File: src/rtl/stat_rec_pkg.sv
package stat_rec_pkg;
  localparam int REC_W   = 512;
  localparam int ID_W    = 15;
  localparam int CAS_W   = 16;
  localparam int ERR_W   = 32;
  localparam int CLK_W   = 64;
  localparam int CNT_W   = 32;
  localparam int OVH_W   = 32;
  localparam int DUMP_W  = 256;
  localparam int TMO_BIT = 31;
  localparam int NUM_EVT = 2;   // read and write strobes

  // status line, most significant field first
  typedef struct packed {
    logic [DUMP_W-1:0] dump;
    logic [OVH_W-1:0]  ovh_end;
    logic [OVH_W-1:0]  ovh_start;
    logic [CNT_W-1:0]  n_wr;
    logic [CNT_W-1:0]  n_rd;
    logic [CLK_W-1:0]  n_clk;
    logic [ERR_W-1:0]  err;
    logic [CAS_W-1:0]  cas;
    logic [ID_W-1:0]   seq;
    logic              done;
  } stat_rec_t;
endpackage

File: src/rtl/stat_evt_counter.sv
module stat_evt_counter #(
  parameter int W = 32
) (
  input  logic         clk,
  input  logic         rst,
  input  logic         clr,
  input  logic         en,
  output logic [W-1:0] count_next
);
  localparam logic [W-1:0] ONE = 1;

  logic [W-1:0] count_q;

  always_comb begin
    count_next = count_q;
    if (clr)     count_next = '0;
    else if (en) count_next = count_q + ONE;
  end

  always_ff @(posedge clk) begin
    if (rst) count_q <= '0;
    else     count_q <= count_next;
  end

  AST_CNT_HOLD: assert property (@(posedge clk) disable iff (rst)
    (!clr && !en) |=> $stable(count_q));
endmodule

File: src/rtl/stat_idle_watchdog.sv
module stat_idle_watchdog #(
  parameter int LIM_W = 32
) (
  input  logic             clk,
  input  logic             rst,
  input  logic             arm,
  input  logic             active,
  input  logic             activity,
  input  logic [LIM_W-1:0] limit,
  output logic             expired
);
  localparam logic [LIM_W-1:0] ONE = 1;

  logic [LIM_W-1:0] idle_cnt;

  always_comb
    expired = active && !activity && (limit != '0) && ((idle_cnt + ONE) == limit);

  always_ff @(posedge clk) begin
    if (rst || arm)   idle_cnt <= '0;
    else if (active)  idle_cnt <= activity ? '0 : idle_cnt + ONE;
  end

  AST_IDLE_CLEAR: assert property (@(posedge clk) disable iff (rst)
    (active && !arm && activity) |=> (idle_cnt == '0));
  AST_IDLE_BOUND: assert property (@(posedge clk) disable iff (rst)
    (active && limit != '0) |-> (idle_cnt < limit));
endmodule

File: src/rtl/stat_rec_packer.sv
module stat_rec_packer
  import stat_rec_pkg::*;
#(
  parameter int                ADDR_W  = 64,
  parameter logic [ADDR_W-1:0] REC_OFS = 'h40
) (
  input  logic              clk,
  input  logic              rst,
  input  logic              emit,
  input  stat_rec_t         body,
  input  logic [ADDR_W-1:0] base,
  output logic              rec_valid,
  output logic [ADDR_W-1:0] rec_addr,
  output logic [REC_W-1:0]  rec_data
);
  localparam logic [ID_W-1:0] ID_ONE = 1;

  logic [ID_W-1:0] seq_id;
  stat_rec_t       line_c;

  always_comb begin
    line_c      = body;
    line_c.seq  = seq_id;
    line_c.done = 1'b1;
  end

  always_ff @(posedge clk) begin
    if (rst) begin
      rec_valid <= 1'b0;
      rec_addr  <= '0;
      rec_data  <= '0;
      seq_id    <= '0;
    end else begin
      rec_valid <= emit;
      if (emit) begin
        rec_data <= line_c;
        rec_addr <= base + REC_OFS;
        seq_id   <= seq_id + ID_ONE;
      end
    end
  end

  // checker state: sequence number of the previous line
  logic            seen_q;
  logic [ID_W-1:0] last_id_q;
  always_ff @(posedge clk) begin
    if (rst) begin
      seen_q    <= 1'b0;
      last_id_q <= '0;
    end else if (rec_valid) begin
      seen_q    <= 1'b1;
      last_id_q <= rec_data[ID_W:1];
    end
  end

  AST_ID_STEP: assert property (@(posedge clk) disable iff (rst)
    (rec_valid && seen_q) |-> (rec_data[ID_W:1] == last_id_q + ID_ONE));
  AST_LINE_HOLD: assert property (@(posedge clk) disable iff (rst)
    !emit |=> $stable(rec_data));
endmodule

File: src/rtl/stat_rec_writer.sv
module stat_rec_writer
  import stat_rec_pkg::*;
#(
  parameter int                ADDR_W  = 64,
  parameter logic [ADDR_W-1:0] REC_OFS = 'h40,
  parameter int                LIM_W   = 32
) (
  input  logic              clk,
  input  logic              rst,
  input  logic              run_start,
  input  logic              run_done,
  input  logic              run_force,
  input  logic              err_valid,
  input  logic [ERR_W-1:0]  err_code,
  input  logic [DUMP_W-1:0] err_dump,
  input  logic              rd_issued,
  input  logic              wr_issued,
  input  logic              rsp_seen,
  input  logic              cas_ok,
  input  logic [OVH_W-1:0]  ovh_start,
  input  logic [OVH_W-1:0]  ovh_end,
  input  logic [LIM_W-1:0]  idle_limit,
  input  logic [ADDR_W-1:0] stat_base,
  output logic              rec_valid,
  output logic [ADDR_W-1:0] rec_addr,
  output logic [REC_W-1:0]  rec_data
);
  logic running;
  logic counting;
  logic tmo_hit;
  logic end_evt;

  // a start in the same cycle as an end event wins: the run restarts
  assign counting = running && !run_start;
  assign end_evt  = counting && (run_done || run_force || err_valid || tmo_hit);

  always_ff @(posedge clk) begin
    if (rst)            running <= 1'b0;
    else if (run_start) running <= 1'b1;
    else if (end_evt)   running <= 1'b0;
  end

  // per-strobe counters, values that include the current cycle
  logic [NUM_EVT-1:0] evt_in;
  logic [CNT_W-1:0]   evt_next [NUM_EVT];
  assign evt_in = {wr_issued, rd_issued};

  for (genvar g = 0; g < NUM_EVT; g++) begin : g_evt
    stat_evt_counter #(.W(CNT_W)) u_evt (
      .clk        (clk),
      .rst        (rst),
      .clr        (run_start),
      .en         (counting && evt_in[g]),
      .count_next (evt_next[g])
    );
  end

  logic [CAS_W-1:0] cas_next;
  stat_evt_counter #(.W(CAS_W)) u_cas (
    .clk        (clk),
    .rst        (rst),
    .clr        (run_start),
    .en         (counting && cas_ok),
    .count_next (cas_next)
  );

  logic [CLK_W-1:0] clk_next;
  stat_evt_counter #(.W(CLK_W)) u_clk (
    .clk        (clk),
    .rst        (rst),
    .clr        (run_start),
    .en         (counting),
    .count_next (clk_next)
  );

  stat_idle_watchdog #(.LIM_W(LIM_W)) u_wdog (
    .clk      (clk),
    .rst      (rst),
    .arm      (run_start),
    .active   (counting),
    .activity (rd_issued || wr_issued || rsp_seen),
    .limit    (idle_limit),
    .expired  (tmo_hit)
  );

  stat_rec_t        body;
  logic [ERR_W-1:0] err_word;

  always_comb begin
    err_word          = err_valid ? err_code : '0;
    err_word[TMO_BIT] = err_word[TMO_BIT] | tmo_hit;
    body              = '0;
    body.dump         = err_valid ? err_dump : '0;
    body.ovh_end      = ovh_end;
    body.ovh_start    = ovh_start;
    body.n_wr         = evt_next[1];
    body.n_rd         = evt_next[0];
    body.n_clk        = clk_next;
    body.err          = err_word;
    body.cas          = cas_next;
  end

  stat_rec_packer #(.ADDR_W(ADDR_W), .REC_OFS(REC_OFS)) u_pack (
    .clk       (clk),
    .rst       (rst),
    .emit      (end_evt),
    .body      (body),
    .base      (stat_base),
    .rec_valid (rec_valid),
    .rec_addr  (rec_addr),
    .rec_data  (rec_data)
  );

  AST_REC_PULSE: assert property (@(posedge clk) disable iff (rst)
    rec_valid |=> !rec_valid);
  AST_REC_AFTER_RUN: assert property (@(posedge clk) disable iff (rst)
    rec_valid |-> (!running && $past(running)));
  AST_START_RUNS: assert property (@(posedge clk) disable iff (rst)
    run_start |=> running);
endmodule

File: config.mk
export PLATFORM = sky130hd
export DESIGN_NAME = stat_rec_writer
export DESIGN_NICKNAME = d
export VERILOG_FILES = /design/src/rtl/stat_rec_pkg.sv /design/src/rtl/stat_evt_counter.sv /design/src/rtl/stat_idle_watchdog.sv /design/src/rtl/stat_rec_packer.sv /design/src/rtl/stat_rec_writer.sv
export SDC_FILE = /design/constraint.sdc
export NUM_CORES = 2
export LEC_CHECK = 0
export BUFFER_PORTS_ARGS = -buffer_cell sky130_fd_sc_hd__buf_4
export CELL_PAD_IN_SITES_DETAIL_PLACEMENT = 0
export CELL_PAD_IN_SITES_GLOBAL_PLACEMENT = 1
export CORE_AREA = 5 5 400 402
export CTS_CLUSTER_SIZE = 28
export DETAILED_ROUTE_END_ITERATION = 7
export DIE_AREA = 0 0 405 407
export PLACE_DENSITY = 0.51
export SETUP_SLACK_MARGIN = 0.4
export SLEW_MARGIN = 30
export SYNTH_ARGS = -nofsm -noshare
export SYNTH_HDL_FRONTEND = slang
export SYNTH_HIERARCHICAL = 1
export SYNTH_SLANG_ARGS = --single-unit
File: constraint.sdc
create_clock -name clk -period 6.8 [get_ports clk]
set_input_delay 0.68 -clock clk [delete_from_list [all_inputs] [get_ports clk]]
set_output_delay 0.68 -clock clk [all_outputs]
set_load 0.02 [all_outputs]
* Word-level counts from Yosys, hierarchy flattened
Index checks and enable logic that the tools add are counted. W data, S select, Z words.
Storage, ports and cells: bits in registers 769, bits in latches 0, memory bits (writable) 0, bits in read-only memories 0, bits of input ports 458, output and inout port bits 577, word-level logic and storage cells 50, memories kept 0
Cells by class: add/sub/neg operators 7, $mul 0, divide/modulo/power cells 0, order comparisons 0, eq/ne operators 1, shifts and indexed selects 0, mux-type cells 13, bitwise operators 1, reduce and logical (&&, ||, !) cells 18
Operators with widths (count):
- $mux W256 | 1
- $mux W32 | 6
- $mux W64 | 2
- $add A32 B1 Y32 const B | 3
- $add A64 B1 Y64 const B | 1
- $add A64 B7 Y64 const B | 1
- $eq A32 B32 Y1 | 1
- $mux W16 | 2
- $reduce_bool A32 Y1 | 1
- $add A16 B1 Y16 const B | 1
- $add A15 B1 Y15 const B | 1
- $logic_and A1 B1 Y1 | 8
- $logic_or A1 B1 Y1 | 6
- $logic_not A1 Y1 | 2
- $mux W1 | 2
- $reduce_bool A2 Y1 | 1
- $or A1 B1 Y1 | 1

* Longest topological paths before layout
word-level depth 10, gate-level depth with buffers 17, depth with buffers taken out 15

* By module
Netlist, hierarchy kept.
Modules (own cells, without submodules):
- stat_rec_packer | times used 1, cells an instance 2183, area each 21964.8 µm², seq. area each 11851.4 µm²
- stat_evt_counter (g_evt[0].u_evt ...) | times used 2, cells an instance 260, area each 2082.0 µm², seq. area each 640.6 µm²
- stat_evt_counter (u_clk) | times used 1, cells an instance 443, area each 3390.8 µm², seq. area each 1281.2 µm²
- stat_idle_watchdog | times used 1, cells an instance 370, area each 2620.0 µm², seq. area each 640.6 µm²
- stat_rec_writer | times used 1, cells an instance 332, area each 2028.2 µm², seq. area each 20.0 µm²
- stat_evt_counter (u_cas) | times used 1, cells an instance 122, area each 1053.5 µm², seq. area each 320.3 µm²

* Least setup slack after synthesis
No wires, ideal clock.
path kind in2reg, start point input rd_issued, end point register u_pack.rec_data[10], setup time 128 ps, arrival 4338 ps, data required time 6672 ps, path slack 2334 ps, stages on the path 14, path buffers 3, cell sequence or3_1 nor2_1 o2111ai_1 a2111oi_2 nand4_1 or4_1 nor4_2 or4_4 and2_1 clkbuf_1 clkbuf_1 buf_1 mux2i_1 nor2_1
Between the ends: cells in the longest elaborated chain, start to end 8
RTL lines:
- start: declaration | RTL line stat_rec_writer.sv:16 | input logic rd_issued,
- $logic_or A1 B1 Y1 (2 in series) | RTL line stat_rec_writer.sv:81 | .activity (rd_issued || wr_issued || rsp_seen),
- $logic_not A1 Y1 | RTL line stat_idle_watchdog.sv:17 | expired = active && !activity && (limit != '0) && ((idle_cnt + ONE) == limit);
- $logic_and A1 B1 Y1 (3 in series) | RTL line stat_idle_watchdog.sv:17
- net tmo_hit | RTL line stat_rec_writer.sv:30 | logic tmo_hit;
- $logic_or A1 B1 Y1 | RTL line stat_rec_writer.sv:35 | assign end_evt = counting && (run_done || run_force || err_valid || tmo_hit);
- $logic_and A1 B1 Y1 | RTL line stat_rec_writer.sv:35
- net end_evt | RTL line stat_rec_writer.sv:31 | logic end_evt;
- end signal: assignment | RTL line stat_rec_packer.sv:36 | rec_data <= line_c;
- end: declaration | RTL line stat_rec_packer.sv:14 | output logic [REC_W-1:0] rec_data
The timed path passes the listed nets, and every way through them passes these cells. A chain may end at the register's enable or synchronous reset.

* Worst setup path in the final report
start point register u_wdog.idle_cnt[0], end point register u_pack.rec_data[267]
Between the ends: cells in the longest elaborated chain, start to end 5
RTL lines:
- start: declaration | RTL line stat_idle_watchdog.sv:14 | logic [LIM_W-1:0] idle_cnt;
- start signal: assignment | RTL line stat_idle_watchdog.sv:21 | else if (active) idle_cnt <= activity ? '0 : idle_cnt + ONE;
- $add A32 B1 Y32 | RTL line stat_idle_watchdog.sv:17
- $eq A32 B32 Y1 | RTL line stat_idle_watchdog.sv:17
- $logic_and A1 B1 Y1 | RTL line stat_idle_watchdog.sv:17
- net tmo_hit | RTL line stat_rec_writer.sv:30
- $logic_or A1 B1 Y1 | RTL line stat_rec_writer.sv:35
- $logic_and A1 B1 Y1 | RTL line stat_rec_writer.sv:35
- net end_evt | RTL line stat_rec_writer.sv:31
The timed path passes the listed nets, and every way through them passes these cells.

==> run metrics <==
final slew viol count 0; drt first pass iters 5; crit path launch type register; CTS root buf clkbuf_16; initial antenna violation count 19; Max Buffers Root-to-Sink 3; VDD IR max roughly 0.18 mV; I/O Pins roughly 1000; Starting Density 0.226; Setup violations, final 0; power per cell area about 230 nW/um^2; DRT antenna net count 0; H-tree lvl count 3; Setup Skew roughly 0.044 ns; worst min path class in2reg; total grt overflow 0; clk slew on worst S/H paths around 0.060 ns; post-DR vias/cell roughly 4.4; Pwr Total ~0.011 W; top achievable clock speed roughly 0.19 GHz; hold_buf cts 0; TritonCTS clock tree built; Via Count between 30000 and 40000; gpl congestion between 0.8 and 0.9; Die Height 407 um; Worst EP required 7.32 ns; DRC viols 0; CP endpoint kind register; row count 145; TNS Setup 0 ns; pin count of the biggest net entering global routing 179; first-pass GRT wire length between 200000 and 250000 um; core box area approximately 160000 um^2; Syn Inst Count approximately 4000; synth warn 6; Lkg Pwr between 15 and 20 nW; die width just over 400 um; clock sink count 769; setup slack, reg-to-reg 1.51 ns; synthesized area approximately 35000 um^2; fin cells about 7000; fin crit share 0.778; Final Hold Viols 0; Tmin final approximately 5.3 ns; syn nets 4434; worst skew pair latency 0.70 ns; Post-CTS Setup Bufs 0; crit path max fanout 84; wire length per cell approximately 21 um; post_cts resized 0; share of layout cells above drive strength 1 0.267; post-DP HPWL 110000 um; Syn Area/Cell about 8.9 um^2; crit path DAT 5.81 ns; Worst slew margin 0.188; CP Class reg2reg; DP Cell Count 6822; IO buf count ~1000; total of max-cap violations 0; final WL between 100000 and 150000 um; area grow syn2layout 37.2%; vias in the first global route 30650; outcome finished clean; Die Area 165000 um^2; worst-margin pin slew 1.22 ns; CTS Buf Count between 90 and 100; DRT iter0 DRCs about 1700; nets@finish between 5000 and 6000; global-route usage over all layers 0.170; RSZ-0062 raised after global routing false
[critical path: stages (launching register included)]
cell     delay, ns
dfxtp_1       0.49
ha_1          0.31
nand3_1       0.40
or3_1         0.53
nor4_2        0.49
and3_1        0.29
xnor2_1       0.13
nand4_1       0.15
nor4_2        0.51
or4_4         0.24
and2_4        0.28
buf_12        0.25
buf_12        0.45
mux2i_1       0.27
nor2_1        0.06
[layer usage]
layer	global-route usage	vias to the layer above	share of wire
met5	0	-	0.00079
met4	0.0386	18	0.017
met3	0.0560	149	0.075
met2	0.294	760	0.49
met1	0.204	14495	0.42
li1	-	15416	-
[layout make-up]
class	count	area [um^2]
Fill cell	16582	107000
Multi-Input combinational cell	2889	18600
Sequential cell	769	15400
Timing Repair Buffer	1074	8230
Clock buffer	143	2820
Tap cell	2058	2570
Clock inverter	39	594
Inverter	33	124
Antenna cell	10	25.0
[final timing paths]
path	startpoint	to	cells after the start
setup / recovery	u_wdog/idle_cnt[0]	u_pack/rec_data[267]	14
hold / removal	stat_base[6]	u_pack/rec_addr[6]	2
hold reg to reg	u_pack/rec_addr[6]	u_pack/rec_addr[6]	2
setup reg to reg	u_wdog/idle_cnt[0]	u_pack/rec_data[267]	14
[flip-flops by register name (all words and copies together) (netlist names)]
register             cells
g_evt.u_evt/count_q     64
u_pack/rec_valid         1
u_pack/seq_id           15
u_wdog/idle_cnt         32
u_clk/count_q           64
u_cas/count_q           16
u_pack/rec_data        512
running                  1
u_pack/rec_addr         64
[cells in the final DEF (no fill, tap or decap), types with 11 or more instances in the layout]
cell type  count
buf_4       1059
nor2_1       820
dfxtp_1      769
mux2i_1      559
and2_1       304
nand2_1      169
a21oi_1      108
clkbuf_16    100
nor3_1        95
xnor2_1       93
nor4_1        77
nand4_1       74
nand3_1       71
or3_1         70
xor2_1        65
o21ai_0       64
and4_1        36
mux2_2        35
inv_1         33
and3_1        32
nor2b_1       31
a211oi_1      29
clkbuf_1      27
or4_1         21
clkinv_2      18
clkbuf_8      17
o31ai_1       15
a311oi_1      13
buf_12        12
bufinv_16     11
or2_2         11
nor4_2        11
[where the power goes]
group / leakage [nW] / switching [W] / total (W) / internal [W]
combinational: 10.9 / 0.000540 / 0.000988 / 0.000449
sequential: 6.21 / 0.0000409 / 0.00462 / 0.00458
clock: 1.67 / 0.00222 / 0.00553 / 0.00332
total: 18.8 / 0.00280 / 0.0111 / 0.00834
[per-stage QoR]
step	worst slack (ns)	cell area (um^2)	hold slack [ns]	util
finish	1.51	48300	0.190	0.310
global route	1.25	48300	0.151	0.310
CTS	1.58	48300	0.0909	0.310
detailed placement	1.10	44900	0.464	0.288
global placement	1.28	44900	0.460	0.288
floorplan	2.33	35200	0.444	-
Power figures use the tool's default switching activity.
